## src/rtl/sm3x_pkg.sv

```systemverilog
`timescale 1ns/1ps
// Shared word type and bit-mixing helpers for the SM3 message expander.
// Assumes 32-bit words, which the hash fixes.
package sm3x_pkg;
    localparam int WORD_W = 32;
    localparam int ROT_A  = 15;
    localparam int ROT_B  = 23;
    localparam int ROT_C  = 7;

    typedef logic [WORD_W-1:0] word_t;

    // Left rotation of a word by s positions (0 < s < WORD_W).
    function automatic word_t rotl(input word_t x, input int unsigned s);
        return (x << s) | (x >> (WORD_W - s));
    endfunction

    // Permutation used by the schedule recurrence.
    function automatic word_t perm1(input word_t x);
        return x ^ rotl(x, ROT_A) ^ rotl(x, ROT_B);
    endfunction
endpackage

```

## src/rtl/sm3x_unpack.sv

```systemverilog
`timescale 1ns/1ps
// Splits a flat message block into words. The first byte lands in the top
// bits of word 0, which gives big-endian words. Pure wiring.
module sm3x_unpack #(
    parameter int WIN = 16
) (
    input  logic [WIN*sm3x_pkg::WORD_W-1:0]   block_i,
    output logic [WIN-1:0][sm3x_pkg::WORD_W-1:0] words_o
);
    localparam int W = sm3x_pkg::WORD_W;

    // One slice per word; word 0 comes from the most significant end.
    for (genvar i = 0; i < WIN; i++) begin : g_word
        assign words_o[i] = block_i[(WIN-1-i)*W +: W];
    end
endmodule

```

## src/rtl/sm3x_mix.sv

```systemverilog
`timescale 1ns/1ps
// Computes schedule word W_n from the rolling window. Slot k holds the word
// whose index is k modulo WIN. Assumes WIN is 16, as the recurrence needs.
module sm3x_mix #(
    parameter  int WIN   = 16,
    localparam int IDX_W = $clog2(WIN)
) (
    input  logic [WIN-1:0][sm3x_pkg::WORD_W-1:0] win_i,
    input  logic [IDX_W-1:0]                     n_i,
    output sm3x_pkg::word_t                      word_o
);
    import sm3x_pkg::*;

    localparam int BACK_A = 16;
    localparam int BACK_B = 9;
    localparam int BACK_C = 3;
    localparam int BACK_D = 13;
    localparam int BACK_E = 6;

    logic [IDX_W-1:0] ia, ib, ic, id, ie;

    // Modular slot addresses of the five source words.
    always_comb begin
        ia = n_i - IDX_W'(BACK_A);
        ib = n_i - IDX_W'(BACK_B);
        ic = n_i - IDX_W'(BACK_C);
        id = n_i - IDX_W'(BACK_D);
        ie = n_i - IDX_W'(BACK_E);
    end

    // Recurrence for one new word.
    always_comb begin
        word_o = perm1(win_i[ia] ^ win_i[ib] ^ rotl(win_i[ic], ROT_A))
               ^ rotl(win_i[id], ROT_C) ^ win_i[ie];
    end
endmodule

```

## src/rtl/sm3x_ctrl.sv

```systemverilog
`timescale 1ns/1ps
// Round sequencing. Tracks the round index and the active flag, decides
// whether a load is accepted, and says which window slot receives a new word
// on each advance. Abort and load outrank advance.
module sm3x_ctrl #(
    parameter  int WIN    = 16,
    parameter  int ROUNDS = 64,
    parameter  int LEAD   = 4,
    localparam int RND_W  = $clog2(ROUNDS),
    localparam int IDX_W  = $clog2(WIN)
) (
    input  logic             clk,
    input  logic             rst_n,
    input  logic             load_i,
    input  logic             adv_i,
    input  logic             abort_i,
    output logic             ld_ok_o,
    output logic             wr_en_o,
    output logic [IDX_W-1:0] wr_idx_o,
    output logic [RND_W-1:0] rnd_o,
    output logic             act_o
);
    localparam int LAST      = ROUNDS - 1;
    localparam int FIRST_GEN = WIN - LEAD - 1;

    logic step;

    // Accept decision and word-generation request for this cycle.
    always_comb begin
        ld_ok_o  = load_i && (!act_o || abort_i);
        step     = act_o && adv_i && !abort_i && (rnd_o != RND_W'(LAST));
        wr_en_o  = step && (rnd_o >= RND_W'(FIRST_GEN));
        wr_idx_o = IDX_W'(rnd_o) + IDX_W'(LEAD + 1);
    end

    // Round counter and active flag.
    always_ff @(posedge clk) begin
        if (!rst_n) begin
            act_o <= 1'b0;
            rnd_o <= '0;
        end else if (ld_ok_o) begin
            act_o <= 1'b1;
            rnd_o <= '0;
        end else if (abort_i) begin
            act_o <= 1'b0;
        end else if (act_o && adv_i) begin
            if (rnd_o == RND_W'(LAST)) act_o <= 1'b0;
            else                       rnd_o <= rnd_o + 1'b1;
        end
    end
endmodule

```

## src/rtl/sm3x_expander.sv

```systemverilog
`timescale 1ns/1ps
// SM3 message word expander. It holds a 16-slot rolling window and presents
// W_j and W_{j+4} for the current round j. It writes one new word per advance,
// LEAD+1 indices ahead of the round. It assumes the round core samples the
// outputs in the cycle it raises adv_i.
module sm3x_expander #(
    parameter  int WIN    = 16,
    parameter  int ROUNDS = 64,
    parameter  int LEAD   = 4,
    localparam int RND_W  = $clog2(ROUNDS),
    localparam int IDX_W  = $clog2(WIN)
) (
    input  logic                            clk,
    input  logic                            rst_n,
    input  logic                            load_i,
    input  logic [WIN*sm3x_pkg::WORD_W-1:0] block_i,
    input  logic                            adv_i,
    input  logic                            abort_i,
    output logic [sm3x_pkg::WORD_W-1:0]     w_j_o,
    output logic [sm3x_pkg::WORD_W-1:0]     w_j4_o,
    output logic [RND_W-1:0]                rnd_o,
    output logic                            act_o
);
    import sm3x_pkg::*;

    logic [WIN-1:0][WORD_W-1:0] win_q;
    logic [WIN-1:0][WORD_W-1:0] words;
    word_t                      new_word;
    logic                       ld_ok, wr_en;
    logic [IDX_W-1:0]           wr_idx;

    sm3x_unpack #(.WIN(WIN)) u_unpack (
        .block_i (block_i),
        .words_o (words)
    );

    sm3x_ctrl #(.WIN(WIN), .ROUNDS(ROUNDS), .LEAD(LEAD)) u_ctrl (
        .clk      (clk),
        .rst_n    (rst_n),
        .load_i   (load_i),
        .adv_i    (adv_i),
        .abort_i  (abort_i),
        .ld_ok_o  (ld_ok),
        .wr_en_o  (wr_en),
        .wr_idx_o (wr_idx),
        .rnd_o    (rnd_o),
        .act_o    (act_o)
    );

    sm3x_mix #(.WIN(WIN)) u_mix (
        .win_i  (win_q),
        .n_i    (wr_idx),
        .word_o (new_word)
    );

    // Window storage: a load fills all slots, an advance replaces the oldest.
    always_ff @(posedge clk) begin
        if (!rst_n)      win_q <= '0;
        else if (ld_ok)  win_q <= words;
        else if (wr_en)  win_q[wr_idx] <= new_word;
    end

    // Output selection by round index, modulo the window size.
    always_comb begin
        w_j_o  = win_q[rnd_o[IDX_W-1:0]];
        w_j4_o = win_q[rnd_o[IDX_W-1:0] + IDX_W'(LEAD)];
    end
endmodule

```

## config.mk

```make
export PLATFORM = sky130hd
export DESIGN_NAME = sm3x_expander
export DESIGN_NICKNAME = d
export VERILOG_FILES = /design/src/rtl/sm3x_pkg.sv /design/src/rtl/sm3x_unpack.sv /design/src/rtl/sm3x_mix.sv /design/src/rtl/sm3x_ctrl.sv /design/src/rtl/sm3x_expander.sv
export SDC_FILE = /design/constraint.sdc
export NUM_CORES = 2
export LEC_CHECK = 0
export BUFFER_PORTS_ARGS = -buffer_cell sky130_fd_sc_hd__buf_2
export CORE_UTILIZATION = 65
export CTS_BUF_LIST = sky130_fd_sc_hd__clkbuf_16
export DETAILED_ROUTE_END_ITERATION = 8
export PLACE_DENSITY = 0.85
export SLEW_MARGIN = 10
export SYNTH_ARGS = -nofsm -noshare
export SYNTH_HDL_FRONTEND = slang
export SYNTH_HIERARCHICAL = 1
export SYNTH_SLANG_ARGS = --single-unit
```

## constraint.sdc

```tcl
create_clock -name clk -period 10.8 [get_ports clk]
set_input_delay 0.54 -clock clk [delete_from_list [all_inputs] [get_ports clk]]
set_output_delay 0.54 -clock clk [all_outputs]
set_load 0.02 [all_outputs]
```

==> summary.md <==
* minimum setup slack among reg-to-reg paths: 3.60 ns
* run status: complete, but fails checks
* power dissipated by switching net loads: 3325 µW
* initial antenna violation count: 16
* Crit Path Max Fanout: 108
* CTS root buf: sky130_fd_sc_hd__clkbuf_16
* EDFF count, synth: 0
* synth warn: 6
* synthesized-area fraction occupied by ao, oa, aoi and oai cells: 17.18%
* count of pins on the block boundary: 588
* number of gates resized after CTS: 0
* Unique masters post-synth: 56
* largest family of logic cells by synthesized area: multiplexers
* largest cells by area after synthesis: sky130_fd_sc_hd__mux4_2, sky130_fd_sc_hd__dfxtp_1, sky130_fd_sc_hd__o21ai_0
* max cap viols: 0
* post-detailed-route DRC marker count: 1
* register clock-pin slew on the reported worst setup and hold paths: 0.06 ns
* vertical die dimension: 283.6 µm
* post-detailed-route wirelength per cell: 38.39 µm
* max incr delay on CP: 1.21 ns
* switching part of the total: 45.31%
* Tightest Hold Check Type: in -> reg
* final core area utilization: 65.92%
* Final Hold Slack: 0.1883 ns
* CTS tree: yes
* number of clock sinks: 519
* xor and xnor area share after synthesis: 3.929%
* worst reg-to-reg path cell count: 14
* largest area contributor in the netlist: sky130_fd_sc_hd__mux4_2
* cell family with the largest share of critical-path delay: XOR/XNOR gates
* destination of the worst register-to-register timing path: win_q[73]
* number of standard cells in the layout, taps in and fillers out: 5885
* Cell Area, Synth: 51560 µm²
* slew at the pin closest to its max-slew limit: 1.389 ns
* count of input and output buffers: 587
* Relative slew margins: 7.419%
* Syn-to-layout area delta: -0.2984%
* standard-cell rows: 102
* Final Routed Wirelength: 225900 µm
* simple-gate portion of the synthesized area: 7.564%
* Yosys top cell area share: 31.89%
* area of the placeable core: 77980 µm²
* HPWL after DPL: 158600 µm
* fraction of the mapped netlist area in adder cells: 0.2184%
* data required time at the worst endpoint: 11.33 ns
* Final setup violation count: 0
* post-synthesis cell count: 5268
* layout net count: 5323
* multiplexer area fraction after synthesis: 37.16%
* hold wc startpoint: block_i[138]
* max frequency: 138.8 MHz
* origin of the critical flop-to-flop path: u_ctrl/rnd_o[1]
* largest net degree at the start of global routing: 275
* worst skew pair latency: 0.66 ns
* filler cell count: 6084
* number of hold violations in the final report: 0
* static leakage: 0.01682 µW
* Avg Vias per Cell: 8.473
* TritonRoute pass-1 iters: 9
* vias in the first global route: 44557
* overall die width: 283.6 µm
* clock tree buffer depth: 3
* PwrDens: 142.8 nW/µm²
* fraction of registers with async set/reset: 0%
* Global Route Usage Sum: 54.35%
* Placed Cells incl. Taps: 5780
* remaining global-route overflow: 0
* net count after synthesis: 5794
* cell internal power dissipation: 4014 µW
* initial cell density of the core: 66.12%
* worst-path cell chain: ha_4 -> clkinv_2 -> buf_4 -> ha_4 -> buf_12 -> mux4_2 -> nand2_1 -> nand2_1 -> o21ai_1 -> xnor2_1 -> xnor2_1 -> xnor3_1 -> nand3_1 -> a31oi_1
* Worst setup EP type: flop
* violated checks: DRC
* relative contribution of combinational cells to total power: 40.6%
* Worst Clk Skew: 0.04703 ns
* hold bufs inserted after CTS: 0
* number of cells traversed by the worst hold path: 3
* crit path buf inv count: 3
* Setup crit start kind: flop
* total setup buffers inserted after CTS: 0
* commonest cells after routing, fill and taps aside: sky130_fd_sc_hd__o21ai_0, sky130_fd_sc_hd__mux4_2, sky130_fd_sc_hd__nand3_1, sky130_fd_sc_hd__buf_2, sky130_fd_sc_hd__dfxtp_1
* min Tclk post-route: 7.202 ns
* worst-path cell with the longest stage delay: sky130_fd_sc_hd__xnor3_1
* synthesized area per cell: 9.787 µm²
* clock share of power: 25.1%
* Final Total Pwr: 7339 µW
* most common cell after layout, fill and taps aside: sky130_fd_sc_hd__o21ai_0
* period utilisation layout: 66.69%
* endpoint with the worst hold slack: win_q[362]
* drt initial violations: 10083
* RSZ-0062 raised after global routing: no
* global-route wire length before repair: 318800 µm
* vias after detailed routing: 49863
* antenna-violating nets left: 0
* number of pins exceeding their max-slew limit in the final report: 0
* WS Path Type: reg -> reg
* Reg power frac: 34.3%
* fraction of final layout cells sized beyond drive strength 1: 31.53%
* worst voltage drop across the vdd grid: 0.1492 mV
* htree depth: 2
* TritonCTS buffer count: 55
* Die ar.: 80450 µm²
* final weighted congestion of routability-driven global placement: 1.117
* Main synth FF type: sky130_fd_sc_hd__dfxtp_1
* crit path DAT: 7.73 ns
* register bit total from synthesis: 519
* setup TNS: 0 ns
* proportion of synthesized chip area in sequential cells: 20.15%
-- layout make-up --
cell class                      count  area [µm²]  share of cell area, %
Multi-Input combinational cell   3536       34270                  66.67
Clock inverter                     42       289.0                 0.5622
Clock buffer                       55        1376                  2.677
Inverter                           11       66.31                 0.1290
Antenna cell                        8       20.02                0.03894
Sequential cell                   519       10410                  20.24
Tap cell                         1040        1301                  2.531
Timing Repair Buffer              674        3676                  7.151
-- through the flow --
step	setup slack (ns)	instance area, µm²
after global routing	3.598	51400
after floorplan	5.649	51560
after global placement	4.220	49720
after CTS	4.007	51390
after detailed placement	4.127	49720
final	3.598	51410
-- how the worst max path moves through the flow --
stage | depth (start not counted) | startpoint | endpoint
2_1_floorplan | 19 | u_ctrl/rnd_o[0] | win_q[326]
3_3_place_gp | 14 | u_ctrl/rnd_o[1] | win_q[361]
3_5_place_dp | 14 | u_ctrl/rnd_o[1] | win_q[41]
4_1_cts | 14 | u_ctrl/rnd_o[1] | win_q[73]
5_1_grt | 14 | u_ctrl/rnd_o[1] | win_q[72]
6_report | 14 | u_ctrl/rnd_o[1] | win_q[73]
-- state kept, by name, indices dropped and copies added, names as in the netlist --
signal,flops
u_ctrl/act_o,1
u_ctrl/rnd_o,6
win_q,512
-- tightest hold or removal path, delay by kind of cell --
| kind | cells | cell delay, ns |
|---|---|---|
| AO/OA/AOI/OAI | 2 | 0.18 |
| buffers and inverters | 1 | 0.07 |
-- cell families after synthesis --
kind of cell    after synthesis
fa+ha+maj                     9
mux                         992
flops                       519
xor+xnor                    159
simple gates                763
buf+inv                    1213
compound gates             1613
-- power groups by stage --
stage / combinational, µW / clock (µW) / sequential [µW]
after global placement: 2700 / 0 / 2460
after detailed placement: 2720 / 0 / 2470
after floorplan: 1860 / 0 / 2230
final: 2980 / 1840 / 2520
after global routing: 2940 / 1890 / 2480
after CTS: 2730 / 1810 / 2430
-- per-layer routing --
metal	part of all wire, %	track usage, %	up-vias	wire length [µm]
met1	33	71.47	24122	75460
met4	5.7	25.04	32	12960
met2	37	65.43	5671	82790
met3	24	38.09	843	53770
li1	-	-	19195	-
met5	0.43	7.202	-	967
-- cells in the mapped netlist (all sizes together), types with 2 or more instances --
master,count
a211oi,26
a21boi,3
a21oi,30
a31oi,510
a32oi,2
and2,27
and3b,2
buf,725
clkbuf,477
clkinv,2
dfxtp,519
ha,9
inv,9
mux2i,256
mux4,736
nand2,34
nand2b,2
nand3,646
nand3b,3
nand4,32
nor2,3
nor2b,3
nor3b,2
o211ai,10
o21ai,1028
xnor2,96
xnor3,43
xor2,20
Power figures use the tool's default switching activity.
